$ cat config.mk
export PLATFORM = sky130hd
export DESIGN_NAME = lbl_xlate_top
export DESIGN_NICKNAME = d
export VERILOG_FILES = /design/src/rtl/lbl_xlate_pkg.sv /design/src/rtl/lbl_classify.sv /design/src/rtl/lbl_table.sv /design/src/rtl/lbl_xlate_top.sv
export SDC_FILE = /design/constraint.sdc
export NUM_CORES = 2
export LEC_CHECK = 0
export CAP_MARGIN = 20
export CORE_MARGIN = 4
export CORE_UTILIZATION = 40
export CTS_CLUSTER_DIAMETER = 150
export DETAILED_ROUTE_END_ITERATION = 7
export DONT_BUFFER_PORTS = 1
export GPL_TIMING_DRIVEN = 0
export PLACE_DENSITY = 0.57
export SETUP_SLACK_MARGIN = 0.02
export SKIP_LAST_GASP = 1
export SYNTH_ARGS = -nofsm -noshare
export SYNTH_HDL_FRONTEND = slang
export SYNTH_SLANG_ARGS = --single-unit
$ cat constraint.sdc
create_clock -name clk -period 4.4 [get_ports clk]
set_input_delay 1.1 -clock clk [delete_from_list [all_inputs] [get_ports clk]]
set_output_delay 1.1 -clock clk [all_outputs]
set_load 0.02 [all_outputs]
$ cat src/rtl/lbl_xlate_pkg.sv
package lbl_xlate_pkg;

    localparam int VPI_W     = 12;
    localparam int VCI_W     = 16;
    localparam int PT_W      = 3;
    localparam int GFC_W     = 4;
    localparam int UNI_VPI_W = VPI_W - GFC_W;

    typedef enum logic [1:0] {
        CK_SIG      = 2'd0,
        CK_PATH_OAM = 2'd1,
        CK_CHAN_OAM = 2'd2,
        CK_NONE     = 2'd3
    } ctl_kind_e;

    typedef struct packed {
        logic [VPI_W-1:0] vpi;
        logic [VCI_W-1:0] vci;
        logic [PT_W-1:0]  pt;
        logic             clp;
    } cell_hdr_t;

    function automatic ctl_kind_e classify(input cell_hdr_t h);
        if (h.vci == VCI_W'(3) || h.vci == VCI_W'(4)) return CK_PATH_OAM;
        if (h.vci == VCI_W'(5))                       return CK_SIG;
        if (h.pt == 3'd4 || h.pt == 3'd5)             return CK_CHAN_OAM;
        return CK_NONE;
    endfunction

    function automatic logic [1:0] cell_type(input logic [PT_W-1:0] pt);
        if (pt == 3'd6) return 2'd2;
        if (pt == 3'd7) return 2'd3;
        return {1'b0, pt[0]};
    endfunction

endpackage

$ cat src/rtl/lbl_classify.sv
module lbl_classify
    import lbl_xlate_pkg::*;
(
    input  cell_hdr_t hdr,
    output logic      is_ctl,
    output ctl_kind_e kind
);
    always_comb begin
        kind   = classify(hdr);
        is_ctl = (kind != CK_NONE);
    end
endmodule

$ cat src/rtl/lbl_table.sv
module lbl_table
    import lbl_xlate_pkg::*;
#(
    parameter int ENTRIES = 8,
    parameter int PORT_W  = 3,
    parameter int PRIO_W  = 2
) (
    input  logic                       clk,
    input  logic                       rst,
    input  logic                       busy,
    input  logic                       uni_if,
    input  logic [VPI_W-1:0]           key_vpi,
    input  logic [VCI_W-1:0]           key_vci,
    input  logic                       cfg_we,
    input  logic [$clog2(ENTRIES)-1:0] cfg_idx,
    input  logic                       cfg_valid,
    input  logic                       cfg_path_only,
    input  logic [VPI_W-1:0]           cfg_in_vpi,
    input  logic [VCI_W-1:0]           cfg_in_vci,
    input  logic [PORT_W-1:0]          cfg_out_port,
    input  logic [VPI_W-1:0]           cfg_out_vpi,
    input  logic [VCI_W-1:0]           cfg_out_vci,
    input  logic [PRIO_W-1:0]          cfg_prio,
    output logic                       hit,
    output logic                       hit_path_only,
    output logic [PORT_W-1:0]          hit_port,
    output logic [VPI_W-1:0]           hit_vpi,
    output logic [VCI_W-1:0]           hit_vci,
    output logic [PRIO_W-1:0]          hit_prio
);
    localparam int IDX_W = $clog2(ENTRIES);

    typedef struct packed {
        logic              valid;
        logic              path_only;
        logic [VPI_W-1:0]  in_vpi;
        logic [VCI_W-1:0]  in_vci;
        logic [PORT_W-1:0] port;
        logic [VPI_W-1:0]  out_vpi;
        logic [VCI_W-1:0]  out_vci;
        logic [PRIO_W-1:0] prio;
    } entry_t;

    entry_t [ENTRIES-1:0] mem;
    entry_t               pend_ent;
    logic [IDX_W-1:0]     pend_idx;
    logic                 pend_vld;
    logic [ENTRIES-1:0]   match;
    entry_t               sel;
    logic [VPI_W-1:0]     uni_key;

    assign uni_key = {{GFC_W{1'b0}}, key_vpi[UNI_VPI_W-1:0]};

    // Writes wait in a one-deep holding slot until the cell stream pauses.
    always_ff @(posedge clk) begin
        if (rst) begin
            mem      <= '0;
            pend_vld <= 1'b0;
            pend_idx <= '0;
            pend_ent <= '0;
        end else begin
            if (pend_vld && !busy) begin
                mem[pend_idx] <= pend_ent;
                pend_vld      <= 1'b0;
            end
            if (cfg_we) begin
                pend_vld <= 1'b1;
                pend_idx <= cfg_idx;
                pend_ent <= '{valid: cfg_valid, path_only: cfg_path_only,
                              in_vpi: cfg_in_vpi, in_vci: cfg_in_vci,
                              port: cfg_out_port, out_vpi: cfg_out_vpi,
                              out_vci: cfg_out_vci, prio: cfg_prio};
            end
        end
    end

    for (genvar g = 0; g < ENTRIES; g++) begin : g_cmp
        assign match[g] = mem[g].valid
                        && (uni_if ? (mem[g].in_vpi == uni_key) : (mem[g].in_vpi == key_vpi))
                        && (mem[g].path_only || (mem[g].in_vci == key_vci));
    end

    // Lowest index wins: scan downward so the last overwrite is the smallest index.
    always_comb begin
        sel = '0;
        for (int i = ENTRIES - 1; i >= 0; i--) begin
            if (match[i]) sel = mem[i];
        end
    end

    assign hit           = sel.valid;
    assign hit_path_only = sel.path_only;
    assign hit_port      = sel.port;
    assign hit_vpi       = sel.out_vpi;
    assign hit_vci       = sel.out_vci;
    assign hit_prio      = sel.prio;


    table_hold_chk: assert property (@(posedge clk) disable iff (rst)
        busy |=> $stable(mem));

endmodule

$ cat src/rtl/lbl_xlate_top.sv
module lbl_xlate_top
    import lbl_xlate_pkg::*;
#(
    parameter int ENTRIES = 8,
    parameter int PORT_W  = 3,
    parameter int PRIO_W  = 2,
    parameter int CNT_W   = 16
) (
    input  logic                         clk,
    input  logic                         rst,
    input  logic                         uni_if,
    input  logic                         in_valid,
    input  logic [11:0]                  in_vpi,
    input  logic [15:0]                  in_vci,
    input  logic [2:0]                   in_pt,
    input  logic                         in_clp,
    input  logic                         cfg_we,
    input  logic [$clog2(ENTRIES)-1:0]   cfg_idx,
    input  logic                         cfg_valid,
    input  logic                         cfg_path_only,
    input  logic [11:0]                  cfg_in_vpi,
    input  logic [15:0]                  cfg_in_vci,
    input  logic [PORT_W-1:0]            cfg_out_port,
    input  logic [11:0]                  cfg_out_vpi,
    input  logic [15:0]                  cfg_out_vci,
    input  logic [PRIO_W-1:0]            cfg_prio,
    output logic                         fab_valid,
    output logic [PORT_W+PRIO_W+1:0]     fab_tag,
    output logic [11:0]                  fab_vpi,
    output logic [15:0]                  fab_vci,
    output logic [2:0]                   fab_pt,
    output logic                         fab_clp,
    output logic                         ctl_valid,
    output logic [1:0]                   ctl_kind,
    output logic [11:0]                  ctl_vpi,
    output logic [15:0]                  ctl_vci,
    output logic [2:0]                   ctl_pt,
    output logic                         ctl_clp,
    output logic [CNT_W-1:0]             miss_count
);
    cell_hdr_t         hdr;
    logic              is_ctl;
    ctl_kind_e         kind;
    logic              hit, hit_po;
    logic [PORT_W-1:0] hit_port;
    logic [VPI_W-1:0]  hit_vpi, new_vpi;
    logic [VCI_W-1:0]  hit_vci, new_vci;
    logic [PRIO_W-1:0] hit_prio;
    logic              user_cell;

    assign hdr       = '{vpi: in_vpi, vci: in_vci, pt: in_pt, clp: in_clp};
    assign user_cell = in_valid && !is_ctl;

    lbl_classify u_cls (
        .hdr    (hdr),
        .is_ctl (is_ctl),
        .kind   (kind)
    );

    lbl_table #(.ENTRIES(ENTRIES), .PORT_W(PORT_W), .PRIO_W(PRIO_W)) u_tbl (
        .clk           (clk),
        .rst           (rst),
        .busy          (in_valid),
        .uni_if        (uni_if),
        .key_vpi       (in_vpi),
        .key_vci       (in_vci),
        .cfg_we        (cfg_we),
        .cfg_idx       (cfg_idx),
        .cfg_valid     (cfg_valid),
        .cfg_path_only (cfg_path_only),
        .cfg_in_vpi    (cfg_in_vpi),
        .cfg_in_vci    (cfg_in_vci),
        .cfg_out_port  (cfg_out_port),
        .cfg_out_vpi   (cfg_out_vpi),
        .cfg_out_vci   (cfg_out_vci),
        .cfg_prio      (cfg_prio),
        .hit           (hit),
        .hit_path_only (hit_po),
        .hit_port      (hit_port),
        .hit_vpi       (hit_vpi),
        .hit_vci       (hit_vci),
        .hit_prio      (hit_prio)
    );

    // The flow-control nibble survives in the user-side format.
    assign new_vpi = uni_if ? {in_vpi[VPI_W-1:UNI_VPI_W], hit_vpi[UNI_VPI_W-1:0]} : hit_vpi;
    assign new_vci = hit_po ? in_vci : hit_vci;

    always_ff @(posedge clk) begin
        if (rst) begin
            fab_valid  <= 1'b0;
            ctl_valid  <= 1'b0;
            miss_count <= '0;
            fab_tag    <= '0;
            fab_vpi    <= '0;
            fab_vci    <= '0;
            fab_pt     <= '0;
            fab_clp    <= 1'b0;
            ctl_kind   <= '0;
            ctl_vpi    <= '0;
            ctl_vci    <= '0;
            ctl_pt     <= '0;
            ctl_clp    <= 1'b0;
        end else begin
            fab_valid <= user_cell && hit;
            ctl_valid <= in_valid && is_ctl;
            if (user_cell && !hit) miss_count <= miss_count + 1'b1;
            if (user_cell && hit) begin
                fab_tag <= {hit_port, hit_prio, cell_type(in_pt)};
                fab_vpi <= new_vpi;
                fab_vci <= new_vci;
                fab_pt  <= in_pt;
                fab_clp <= in_clp;
            end
            if (in_valid && is_ctl) begin
                ctl_kind <= kind;
                ctl_vpi  <= in_vpi;
                ctl_vci  <= in_vci;
                ctl_pt   <= in_pt;
                ctl_clp  <= in_clp;
            end
        end
    end


    one_dest_chk: assert property (@(posedge clk) disable iff (rst)
        !(fab_valid && ctl_valid));


    pt_pass_chk: assert property (@(posedge clk) disable iff (rst)
        fab_valid |-> (fab_pt == $past(in_pt) && fab_clp == $past(in_clp)));


    out_src_chk: assert property (@(posedge clk) disable iff (rst)
        (fab_valid || ctl_valid) |-> $past(in_valid));


    miss_step_chk: assert property (@(posedge clk) disable iff (rst)
        (miss_count != $past(miss_count)) |->
            ($past(in_valid) && !fab_valid && !ctl_valid
             && miss_count == $past(miss_count) + 1'b1));

endmodule

-- After elaboration in Yosys (flattened, before gate mapping)
Cells that the tools add are included.
- $lt $le $gt $ge: 2
- muxes and demuxes: 46
- reduce and logical (&&, ||, !) cells: 36
- equal/unequal tests: 32
- multipliers: 0
- divide/modulo/power cells: 0
- add/subtract/negate cells: 1
- shift-type cells: 0
- bitwise operators: 0
- operators by type and width (operator ; count):
    63-bit 2-to-1 mux ; 9
    504-bit bitwise mux ; 1
    63-bit demux with 3-bit select ; 1
    16-bit equality test ; 8
    12-bit equality test ; 8
    12-bit by 8-bit equality test with 1-bit output ; 8
    16-bit by 3-bit equality test with 1-bit output (second input constant) ; 2
    1-bit 2-to-1 mux ; 23
    1-bit logical AND ; 22
    2-bit 2-to-1 mux ; 10
    16-bit by 1-bit adder with 16-bit output (second input constant) ; 1
    16-bit by 2-bit equality test with 1-bit output (second input constant) ; 1
    16-bit 2-to-1 mux ; 1
    3-bit equality test (second input constant) ; 4
    12-bit 2-to-1 mux ; 1
    1-bit logical OR ; 10
    3-bit by 4-bit less-than comparator with 1-bit output (second input constant) ; 1
    3-bit by 1-bit >= comparator with 1-bit output (second input constant) ; 1
    1-bit zero test ; 3
    2-bit inequality test (second input constant) ; 1
    2-bit nonzero test ; 1
- memories kept: 0
- input port bits: 103
- memory bits (writable): 0
- bits in latches: 0
- memory bits (read-only): 0
- bits in registers: 662

-- Depth between registers and ports, before layout
- word-level depth: 20
- depth in mapped cells: 14

-- Hierarchy
A second synthesis with hierarchy kept.
- cell total of the unflattened synthesis: 3745
- area, all modules: 28756.3 µm²
- by module, submodules not included (module ; instances ; seq. area each (µm²) ; area each (µm²) ; cells each):
    lbl_table ; 1 ; 11431.0 ; 25197.9 ; 3324
    lbl_xlate_top ; 1 ; 1821.7 ; 3450.8 ; 405
    lbl_classify ; 1 ; 0.0 ; 107.6 ; 16

-- Worst setup path before layout
Ideal clock, no wire load.
- path kind: input -> register
- start: input in_vpi[9]
- end: register fab_vci[12]
- path slack: 576 ps
- stages: 12
- setup time: 69 ps
- arrival time: 3755 ps
- path through: clkbuf_1 > nand2b_1 > buf_6 > xor2_2 > nand4_1 > or3_1 > or4_1 > a32oi_1 > o221ai_2 > buf_4 > or4_1 > o21ai_1
- cells in the longest elaborated chain, start to end: 13
- elaborated cells on any way between the ends: 42
- classes of those cells: eq/ne (8); mux (17); reduce/logical (17)
- ends and longest elaborated chain (what ; RTL line ; source):
    start: declaration ; lbl_xlate_top.sv:13 ; input logic [11:0] in_vpi,
    12-bit equality test ; lbl_table.sv:79 ; && (uni_if ? (mem[g].in_vpi == uni_key) : (mem[g].in_vpi == key_vpi))
    1-bit 2-to-1 mux ; lbl_table.sv:79 ;
    1-bit logical AND ; lbl_table.sv:79 ;
    1-bit logical AND ; lbl_table.sv:80 ; && (mem[g].path_only || (mem[g].in_vci == key_vci));
    63-bit 2-to-1 mux (7 in series) ; lbl_table.sv:87 ; if (match[i]) sel = mem[i];
    63-bit 2-to-1 mux * ; lbl_table.sv:87 ;
    16-bit 2-to-1 mux or 1-bit logical AND (tied branches) ; lbl_xlate_top.sv:87, lbl_xlate_top.sv:108 ;
    end signal: assignment ; lbl_xlate_top.sv:111 ; fab_vci <= new_vci;
    end: declaration ; lbl_xlate_top.sv:30 ; output logic [15:0] fab_vci,
Mark *: on every way between the ends. The rest lies on a longest branch, timed or not.
A chain may end at the register's enable or synchronous reset.

-- Worst setup path after layout
- start: input in_vci[9]
- end: register fab_vci[11]
- cells in the longest elaborated chain, start to end: 12
- elaborated cells on any way between the ends: 49
- classes of those cells: eq/ne (12); mux (17); reduce/logical (20)
- ends and longest elaborated chain (what ; RTL line ; source):
    start: declaration ; lbl_xlate_top.sv:14 ; input logic [15:0] in_vci,
    16-bit equality test ; lbl_table.sv:80 ;
    1-bit logical OR ; lbl_table.sv:80 ;
    1-bit logical AND ; lbl_table.sv:80 ;
    63-bit 2-to-1 mux (8 in series) ; lbl_table.sv:87 ;
    16-bit 2-to-1 mux or 1-bit logical AND (tied branches) ; lbl_xlate_top.sv:87, lbl_xlate_top.sv:108 ;
Parallel ways exist; a longest one is shown, timed or not. The select of a mux whose other input is x is not followed.

==> results.toml <==
[worst_setup_path]
timing.critical_path.fanout_max = 10
critical_path.endpoint_type = "flop"
ff2ff_path_depth = 12
critical_path_arrival_ns = 4.93
crit_required_ns = 4.95
start_kind = "input port"
path_class = "in -> reg"

[logic_synthesis]
ys_dominant_reg_cell = "sky130_fd_sc_hd__dfxtp_1"
ys_seq_area_frac = 0.451
yosysWarnings = 0
synth.distinct_cells = 77
netlist_top_cells_area = "sky130_fd_sc_hd__dfxtp_1, sky130_fd_sc_hd__nand2_1, sky130_fd_sc_hd__a21oi_1, sky130_fd_sc_hd__clkbuf_1, sky130_fd_sc_hd__xor2_1"
netlist_area_sq_mm = 0.0294
postSynthCellCount = 3745
post-synth-top-area-fraction = 0.451
avgSynthCellArea_sq_um = 7.84
flip_flop_and_latch_count_after_synthesis = 662
asr_flop_ratio_synth = 0
yosysTopAreaCell = "sky130_fd_sc_hd__dfxtp_1"
synth_enable_flop_cells = 0
synth_fp_nets = 3849

[place]
dp_cells = 4718
io_buffers = 0
routabilityCongestion = 0.946
post-dp-hpwl_microns = 87900

[sta]
fin_crit_ns = 4.38
report.final.hold_viol_count = 0
report.final.setup_viol = 0
worst_relative_slew_slack = 0.168
timing.clock.skew_ns = 0.0269
timing_worst_slew_pin_value_ns = 1.25
timing.final.crit_share = 0.995
rsz_0062_raised_after_global_routing = "no"
final-max-slew-violation-count = 0
timing.setup.tns_ns = 0
timing.fmax_ghz = 0.229

[drt]
detailroute.via_count = 28146
wl_microns = 122000
post_route_drc_violation_count = 0
drt_pre_antenna_iters = 6
ant_nets = 0
drtIter0Drc = 3480
viasPerCell = 5.78
post_detailed_route_wirelength_per_cell_microns = 25.1

[floorplan]
die-height_microns = 279
die_width_microns = 279
io_pins = 194
placementRows = 99
start_util = 0.403
floorplan.die_area_sq_mm = 0.0778
core-area_sq_mm = 0.0728

[grt]
grt_first_pass_wirelength_microns = 176000
tot_gr_track_use = 0.302
grt-ovfl-total = 0
first_global_vias = 25453
antenna_violations_before_repair = 4
grt_start_max_net_pins = 15

[cts]
clock_latency_ns = 0.64
cts_inserted_buffers = 74
clockBufferDepth = 3
clock_sink_count = 662
path_clk_slew_ns = 0.06
htreeDepth = 3
clockRootBuffer = "sky130_fd_sc_hd__clkbuf_16"
cts_tree = "done"

[outcome]
run_status = "completed"

[finish]
fillCellCount = 7407
design.final.nets = 3954
stdcell_count = 4869
layout-drive-gt1-share = 0.0686
seqCellArea_sq_mm = 0.0133
area_growth_syn_to_layout_pct = 14.0
multi_input_comb_area_sq_mm = 0.0147
final_util = 0.460

[power]
max-vdd-ir-drop_uv = 313
cellPowerDensity_mw_per_mm2 = 400
p_leak_nw = 11.1
finalPower_mw = 13.4

[flow_run]
max-cap-violations = 0

[min_path]
hold_path_class = "reg -> reg"
hold_depth = 2
[per-stage QoR]
| stage | setup slack (ns) | instance area (sq um) | hold WS (ns) |
|---|---|---|---|
| after global placement | -1.21 | 30600 | 0.442 |
| final | 0.0236 | 33500 | 0.454 |
| after CTS | 0.0238 | 33400 | 0.454 |
| after floorplan | 0.576 | 29400 | 0.431 |
| after global routing | 0.0279 | 33500 | 0.467 |
| after detailed placement | -1.15 | 30700 | 0.447 |
[routing by layer]
metal / GRT usage / wire length (microns) / part of all wire
met1: 0.409 / 50800 / 0.42
met2: 0.459 / 52600 / 0.43
met3: 0.0646 / 12300 / 0.10
met4: 0.145 / 6590 / 0.054
met5: 0 / 7 / 0.000057
[worst max-delay path, cell delays in order]
cell and delay (ns):
sky130_fd_sc_hd__buf_2 0.41, sky130_fd_sc_hd__xor2_1 0.16, sky130_fd_sc_hd__nor4_2 0.47, sky130_fd_sc_hd__a41oi_1 0.27, sky130_fd_sc_hd__clkbuf_1 0.45, sky130_fd_sc_hd__o31ai_4 0.71, sky130_fd_sc_hd__nor3_4 0.15, sky130_fd_sc_hd__buf_6 0.18
sky130_fd_sc_hd__and3_1 0.15, sky130_fd_sc_hd__or4_1 0.66, sky130_fd_sc_hd__o21ai_1 0.19
[final cells by class]
class,instances,share of cell area
antenna,4,0.000299
clock buffer,108,0.0658
sequential,662,0.396
timing repair buffer,29,0.00912
tap,959,0.0358
inverter,11,0.00123
clock inverter,24,0.00815
multi-input combinational,2710,0.438
buffer,362,0.0457
[kinds of logic after synthesis]
| family | share of synthesized area |
|---|---|
| multiplexers | 0.0232 |
| AO/OA/AOI/OAI | 0.164 |
| XOR/XNOR | 0.0662 |
| AND/OR/NAND/NOR | 0.242 |
| flip-flops | 0.451 |
| adder cells (fa/ha/maj) | 0.000426 |
| buffers and inverters | 0.0526 |
[cells in the final DEF, fill, tap and decap left out, types with 14 or more instances in the layout]
master,count
sky130_fd_sc_hd__mux2i_1,68
sky130_fd_sc_hd__a22oi_1,17
sky130_fd_sc_hd__dfxtp_1,662
sky130_fd_sc_hd__clkbuf_1,295
sky130_fd_sc_hd__a41o_1,18
sky130_fd_sc_hd__a21oi_1,588
sky130_fd_sc_hd__nor3_1,14
sky130_fd_sc_hd__clkbuf_8,16
sky130_fd_sc_hd__nand2_1,1140
sky130_fd_sc_hd__a211oi_1,18
sky130_fd_sc_hd__buf_4,25
sky130_fd_sc_hd__buf_2,41
sky130_fd_sc_hd__xor2_1,119
sky130_fd_sc_hd__xnor2_1,101
sky130_fd_sc_hd__nor4_1,75
sky130_fd_sc_hd__o221ai_1,16
sky130_fd_sc_hd__a221oi_1,33
sky130_fd_sc_hd__nor3b_1,34
sky130_fd_sc_hd__clkbuf_16,77
sky130_fd_sc_hd__nand4_1,36
sky130_fd_sc_hd__or4_1,22
sky130_fd_sc_hd__and3_1,22
sky130_fd_sc_hd__nand3_1,19
sky130_fd_sc_hd__o21ai_1,16
sky130_fd_sc_hd__a21o_1,14
sky130_fd_sc_hd__nor2_1,155
[power by group]
part	leakage (nW)	switching (mW)	internal (mW)	total, mW
registers	5.35	0.0441	6.06	6.10
clock network	1.22	2.69	3.73	6.41
logic	4.54	0.656	0.206	0.862
[cell usage after synthesis, types with 5 or more instances]
cell                        number
sky130_fd_sc_hd__o221ai_1       16
sky130_fd_sc_hd__a2111oi_0      12
sky130_fd_sc_hd__o21ai_0        13
sky130_fd_sc_hd__o311a_1        12
sky130_fd_sc_hd__inv_1          11
sky130_fd_sc_hd__dfxtp_1       662
sky130_fd_sc_hd__a21oi_1       588
sky130_fd_sc_hd__a41o_1         18
sky130_fd_sc_hd__nor4_1         79
sky130_fd_sc_hd__a21o_1         14
sky130_fd_sc_hd__nor4bb_1        7
sky130_fd_sc_hd__and2_1          7
sky130_fd_sc_hd__and3_1         22
sky130_fd_sc_hd__o32a_1          5
sky130_fd_sc_hd__a31oi_1         9
sky130_fd_sc_hd__nor2b_1         5
sky130_fd_sc_hd__mux2i_1        68
sky130_fd_sc_hd__nor3_2          6
sky130_fd_sc_hd__or4_1          22
sky130_fd_sc_hd__a22oi_1        17
sky130_fd_sc_hd__nor3_1         14
sky130_fd_sc_hd__a221oi_1       34
sky130_fd_sc_hd__buf_2          45
sky130_fd_sc_hd__buf_4           9
sky130_fd_sc_hd__xnor2_1       101
sky130_fd_sc_hd__buf_1          13
sky130_fd_sc_hd__nand2b_1        8
sky130_fd_sc_hd__nand4_1        36
sky130_fd_sc_hd__or3_1          13
sky130_fd_sc_hd__nand3_1        19
sky130_fd_sc_hd__xor2_1        119
sky130_fd_sc_hd__clkbuf_1      286
sky130_fd_sc_hd__nor3b_1        34
sky130_fd_sc_hd__nand2_1      1140
sky130_fd_sc_hd__o21ai_1        17
sky130_fd_sc_hd__nor2_1        157
sky130_fd_sc_hd__buf_6           7
sky130_fd_sc_hd__and4_1         10
sky130_fd_sc_hd__a211oi_1       18
[worst paths after layout]
check,from,to,slack (ns)
max,in_vci[9],fab_vci[11],0.02
min,u_tbl.mem[202],u_tbl.mem[202],0.45
max reg2reg,u_tbl.mem[110],fab_vpi[9],0.28
min reg2reg,u_tbl.mem[202],u_tbl.mem[202],0.45
[repair_timing]
action	4_1_cts	5_1_grt
buffers inserted	14	0
pin swaps	4	2
endpoints found under the setup margin	30	31
hold buffers	0	0
resized for setup	12	26
[flip-flops by register name, summed over array words and instances (netlist names)]
signal          cells
u_tbl.pend_idx      3
fab_valid           1
ctl_vpi            12
ctl_kind            2
fab_vci            16
ctl_clp             1
miss_count         16
u_tbl.pend_ent     63
fab_vpi            12
ctl_pt              3
ctl_vci            16
fab_pt              3
fab_clp             1
u_tbl.pend_vld      1
u_tbl.mem         504
fab_tag             7
ctl_valid           1
Note: power is estimated with default switching activity, not from simulation.
